`config.mk`:
```
export PLATFORM = sky130hd
export DESIGN_NAME = vpcUnit
export DESIGN_NICKNAME = d
export VERILOG_FILES = /design/src/rtl/vpcPkg.sv /design/src/rtl/vpcCtrl.sv /design/src/rtl/vpcData.sv /design/src/rtl/vpcUnit.sv
export SDC_FILE = /design/constraint.sdc
export NUM_CORES = 1
export LEC_CHECK = 0
export BUFFER_PORTS_ARGS = -buffer_cell sky130_fd_sc_hd__buf_2
export CORE_MARGIN = 1.5
export CORE_UTILIZATION = 52
export CTS_BUF_LIST = sky130_fd_sc_hd__clkbuf_4 sky130_fd_sc_hd__clkbuf_8
export DETAILED_ROUTE_END_ITERATION = 10
export GPL_TIMING_DRIVEN = 0
export PLACE_DENSITY = 0.81
export SYNTH_ARGS = -nofsm -noshare
export SYNTH_HDL_FRONTEND = slang
export SYNTH_SLANG_ARGS = --single-unit
```
`constraint.sdc`:
```
create_clock -name clk -period 2.2 [get_ports clk]
set_clock_uncertainty 0.2 [all_clocks]
set_input_delay 0.11 -clock clk [delete_from_list [all_inputs] [get_ports clk]]
set_output_delay 0.11 -clock clk [all_outputs]
set_load 0.01 [all_outputs]
```
`src/rtl/vpcPkg.sv`:
```
package vpcPkg;
  typedef struct packed {
    logic load;
    logic advance;
    logic save;
  } vpcStrobeT;
endpackage

```
`src/rtl/vpcCtrl.sv`:
```
module vpcCtrl
  import vpcPkg::*;
#(
  parameter int FIELD_W   = 4,
  parameter int LOAD_CODE = 7,
  parameter int DISP_LO   = 0,
  parameter int DISP_HI   = 1
) (
  input  logic [FIELD_W-1:0] fieldS,
  input  logic [FIELD_W-1:0] fieldX,
  input  logic [FIELD_W-1:0] fieldY,
  input  logic [FIELD_W-1:0] fieldZ,
  input  logic               dispTrap,
  output vpcStrobeT          strobe
);
  localparam int MSB = FIELD_W - 1;

  logic isDispatch;
  logic isByteTake;

  always_comb begin
    // dispatch encodings with the select MSB clear
    isDispatch = ((fieldY == FIELD_W'(DISP_LO)) || (fieldY == FIELD_W'(DISP_HI)))
                 && !fieldS[MSB];
    // buffer byte fetch encodings
    isByteTake = !fieldS[MSB-1] && (fieldZ[MSB:MSB-1] == 2'b00);
    strobe.load    = (fieldX == FIELD_W'(LOAD_CODE));
    strobe.advance = (isDispatch || isByteTake) && !dispTrap;
    strobe.save    = isDispatch && !dispTrap;
  end
endmodule

```
`src/rtl/vpcData.sv`:
```
module vpcData
  import vpcPkg::*;
#(
  parameter int WIDTH     = 16,
  parameter int ADDR_W    = 4,
  parameter int SAVE_ADDR = 14,
  parameter int LIVE_ADDR = 15
) (
  input  logic              clk,
  input  logic              rstN,
  input  vpcStrobeT         strobe,
  input  logic [WIDTH-1:0]  fBus,
  input  logic [ADDR_W-1:0] readAddr,
  output logic [WIDTH-1:0]  readData,
  output logic              readHit,
  output logic [WIDTH-1:0]  vpcVal,
  output logic [WIDTH-1:0]  spcVal
);
  localparam logic [WIDTH-1:0] ONE = WIDTH'(1);

  always_ff @(posedge clk) begin
    if (!rstN) begin
      vpcVal <= '0;
      spcVal <= '0;
    end else begin
      if (strobe.load)         vpcVal <= fBus;
      else if (strobe.advance) vpcVal <= vpcVal + ONE;
      if (strobe.save)         spcVal <= vpcVal;
    end
  end

  always_comb begin
    readData = '0;
    readHit  = 1'b0;
    if (readAddr == ADDR_W'(SAVE_ADDR)) begin
      readData = spcVal;
      readHit  = 1'b1;
    end else if (readAddr == ADDR_W'(LIVE_ADDR)) begin
      readData = vpcVal;
      readHit  = 1'b1;
    end
  end
endmodule

```
`src/rtl/vpcUnit.sv`:
```
module vpcUnit
  import vpcPkg::*;
#(
  parameter int WIDTH   = 16,
  parameter int FIELD_W = 4,
  parameter int ADDR_W  = 4,
  parameter int EXP_HI  = 3,
  parameter int EXP_LO  = 2
) (
  input  logic               clk,
  input  logic               rstN,
  input  logic [WIDTH-1:0]   fBus,
  input  logic [FIELD_W-1:0] fieldS,
  input  logic [FIELD_W-1:0] fieldX,
  input  logic [FIELD_W-1:0] fieldY,
  input  logic [FIELD_W-1:0] fieldZ,
  input  logic               dispTrap,
  input  logic [ADDR_W-1:0]  readAddr,
  output logic [WIDTH-1:0]   readData,
  output logic               readHit,
  output logic               pcBit12,
  output logic               pcBit13
);
  vpcStrobeT        strobe;
  logic [WIDTH-1:0] vpcVal;
  logic [WIDTH-1:0] spcVal;

  vpcCtrl #(.FIELD_W(FIELD_W)) uCtrl (
    .fieldS(fieldS), .fieldX(fieldX), .fieldY(fieldY), .fieldZ(fieldZ),
    .dispTrap(dispTrap), .strobe(strobe)
  );

  vpcData #(.WIDTH(WIDTH), .ADDR_W(ADDR_W)) uData (
    .clk(clk), .rstN(rstN), .strobe(strobe), .fBus(fBus),
    .readAddr(readAddr), .readData(readData), .readHit(readHit),
    .vpcVal(vpcVal), .spcVal(spcVal)
  );

  assign pcBit12 = vpcVal[EXP_HI];
  assign pcBit13 = vpcVal[EXP_LO];
endmodule

```
==> metrics.md <==
| Metric | Value |
|---|---|
| Clock root buffer | clkbuf_4 |
| XOR/XNOR share of the synthesized area | 0.966% |
| Flop pwr share | 56.9% |
| Initial core utilization | a little over half |
| Pleak | 0.895 nW |
| N_diodes | 0 |
| Die area | around 3800 sq um |
| Die height | between 60 and 70 um |
| Antenna Nets Post-Route | 0 |
| DRT iter0 DRCs | 94 |
| Setup CP Type | flop to flop |
| Total Power | between 1 and 1.5 mW |
| Via Count | 1826 |
| CP Cell Sequence | ha_1, and4bb_2, a22oi_1, clkbuf_2, or4_1, a31oi_1 |
| H-tree Lvls | 2 |
| Slew Viols, Final | 0 |
| Outcome | complete, no violations |
| Pwr dens | roughly 460 nW/um^2 |
| Synth Cell Area | 1810 sq um |
| Yosys top cell by area | dfxtp_1 |
| Clock Power Share | between 20 and 30% |
| Critical Path Source Type | flop |
| Reg clk slew, reported paths | 0.09 ns |
| Die Width | around 62 um |
| Fmax | slightly below 500 MHz |
| Vias in the first global route | around 1600 |
| CP max FO | 10 |
| Tmin final | 2.08 ns |
| Nets | 327 |
| Seq/Total Area, Yosys | a little over a third |
| Synthesized Nets | ~250 |
| Initial antenna violation count | 0 |
| Placeable Area | around 3300 sq um |
| Pre-antenna DRT Iters | 4 |
| Number of enable flip-flop cells after synthesis | 0 |
| Clock sink count | 32 |
| Post-synth top flop | dfxtp_1 |
| TritonCTS Buffers | 5 |
| GRT Total Usage | 24.9% |
| RSZ-0062 raised after global routing | no |
| First-pass GRT wire length | a little over 7 mm |
| Area growth from synthesis to layout | 29.5% |
| Post-synthesis register bit count | 32 |
| Post-CTS setup buffers | 0 |
| Final period util | about 94% |
| Grt ovf | 0 |
| CP peak stage delay | about 0.45 ns |
| Max_cap viols | 0 |
| Final setup viols | 0 |
| Largest cells by area after synthesis | dfxtp_1, mux2i_1, nor2b_1 |
| Worst Path Arrival | about 2.1 ns |
| Worst path slowest cell | dfxtp_1 |
| Mux share of post-synthesis cell area | between 10% and 20% |
| IO Port Bufs | 51 |
| Hpwl dp | 3.08 mm |
| DR WL/cell | about 13 um |
| Rel. slew slack | between 40% and 50% |
| Yosys warning total | 0 |
| Largest family of logic cells by synthesized area | simple AND/OR/NAND/NOR gates |
| Compound-Gate Fraction of Synth Area | between 10% and 20% |
| Switch Pwr | between 0.2 and 0.3 mW |
| Switch share | 25.4% |
| WHS | just over 0.07 ns |
| Post-synth top cells | dfxtp_1, mux2i_1, o21ai_0 |
| Footprint of the multi-input gates | 1100 sq um |
| Hold wc startpoint | dispTrap |
| Post-Synth Simple-Gate Area | a little over a quarter |
| Post-synth top area share | between 30% and 40% |
| Clk buf depth | 2 |
| Worst setup EP type | flop |
| CTS tree | built |
| GPL Wtd Cong | just over 0.9 |
| Worst VDD drop | ~370 uV |
| Worst R2R Start | uData.vpcVal[1] |
| Final core occ | between 70 and 80% |
| Vias per cell | 5.48 |
| P_int | 0.799 mW |
| Register area | about 640 sq um |
| Fraction of layout cells with a size suffix above 1 | a little under a quarter |
| Library cells used by synthesis | 38 |
| Async set-reset flop share out of synthesis | 0% |
| Worst Tran Pin Value | just under 0.8 ns |
| Skew-Pair Late Insertion Delay | 0.34 ns |
| Comb pwr share | between 10% and 20% |
| Post-Route WL | about 4.4 mm |
| Ports | between 50 and 60 |
| Syn avg cell area | ~8.6 sq um |
| Remaining DRCs | 0 |
| TNS Setup | 0 ns |
| FILL cells | 304 |
| Crit path launch | uData.vpcVal[1] |
| Syn Inst Count | around 210 |
| WP data required | approximately 2.3 ns |
| Class of the worst hold path | input port to flop |
| Row count | 21 |
| Largest net degree at the start of global routing | 11 |
| Adder-cell share of the synthesized area | less than 1% |
| Final hold violations | 0 |
## area by class of cell
class | count | share of cell area, %
multi-input combinational | 163 | 46.7
sequential | 32 | 27.3
timing repair buffer | 68 | 18.1
buffer | 14 | 2.77
tap | 46 | 2.45
clock buffer | 6 | 1.92
inverter | 3 | 0.479
clock inverter | 1 | 0.213
## cell families after synthesis
group,count (synthesis)
xor gates and xnor gates,2
muxes,32
AOI/OAI and AO/OA,43
and+or+nand+nor,85
buffers and inverters,17
DFF,32
adders and majority gates,1
## state kept, by name, summed over array words and instances (netlist names)
| register | cells |
|---|---|
| uData.spcVal | 16 |
| uData.vpcVal | 16 |
## timing repair
action | CTS | global route
endpoints found under the setup margin | 0 | 3
hold endpoints to repair | 16 | 0
gates resized for setup | 0 | 3
hold buffers | 17 | 0
## per-layer routing
metal / vias up / global-route usage (%) / part of all wire, %
met5: - / 0 / 0
met4: 0 / 10.0 / 0.86
met3: 6 / 7.45 / 7.3
met2: 71 / 41.2 / 48
met1: 817 / 30.2 / 43
li1: 932 / - / -
## worst paths after layout
path | end | slack (ns) | depth (start not counted)
hold reg to reg | uData.spcVal[3] | 0.32 | 2
setup reg to reg | uData.vpcVal[10] | 0.12 | 6
setup / recovery | uData.vpcVal[10] | 0.12 | 6
hold / removal | uData.spcVal[15] | 0.07 | 4
## through the flow
step	instances	setup WS, ns	area [sq um]
2_1_floorplan	212	0.318	1810
3_3_place_gp	309	0.124	2130
3_5_place_dp	309	0.0787	2130
4_1_cts	333	0.0657	2350
5_1_grt	333	0.0205	2350
6_report	333	0.123	2350
## power groups by stage
stage	Sequential (mW)	Clock, mW	Combinational (mW)
after detailed placement	0.623	0	0.119
after global routing	0.612	0.352	0.159
after global placement	0.622	0	0.117
after CTS	0.609	0.320	0.142
after floorplan	0.617	0	0.0696
final	0.610	0.318	0.143
## worst max-delay path: cells and delay by family (launching register included)
kind            cells  cell delay, ns
compound gates      2            0.27
fa+ha+maj           1            0.22
buf+inv             1            0.23
flops               1            0.45
simple gates        2            0.63
## layout by cell type (no fill, tap or decap), drive strengths merged, types with 2 or more instances in the layout
cell type	n
clkbuf	17
dfxtp	32
nor2	19
and3	2
dlygate4sd3	17
and4	3
o31ai	4
nor4	5
or4	5
o21ai	20
a31oi	9
nand4	3
nor3	3
nand2	11
mux2i	32
a211oi	5
buf	54
inv	3
and2	2
nor2b	16
or3	5
nand3	6
Note: power is estimated with default switching activity, not from simulation.
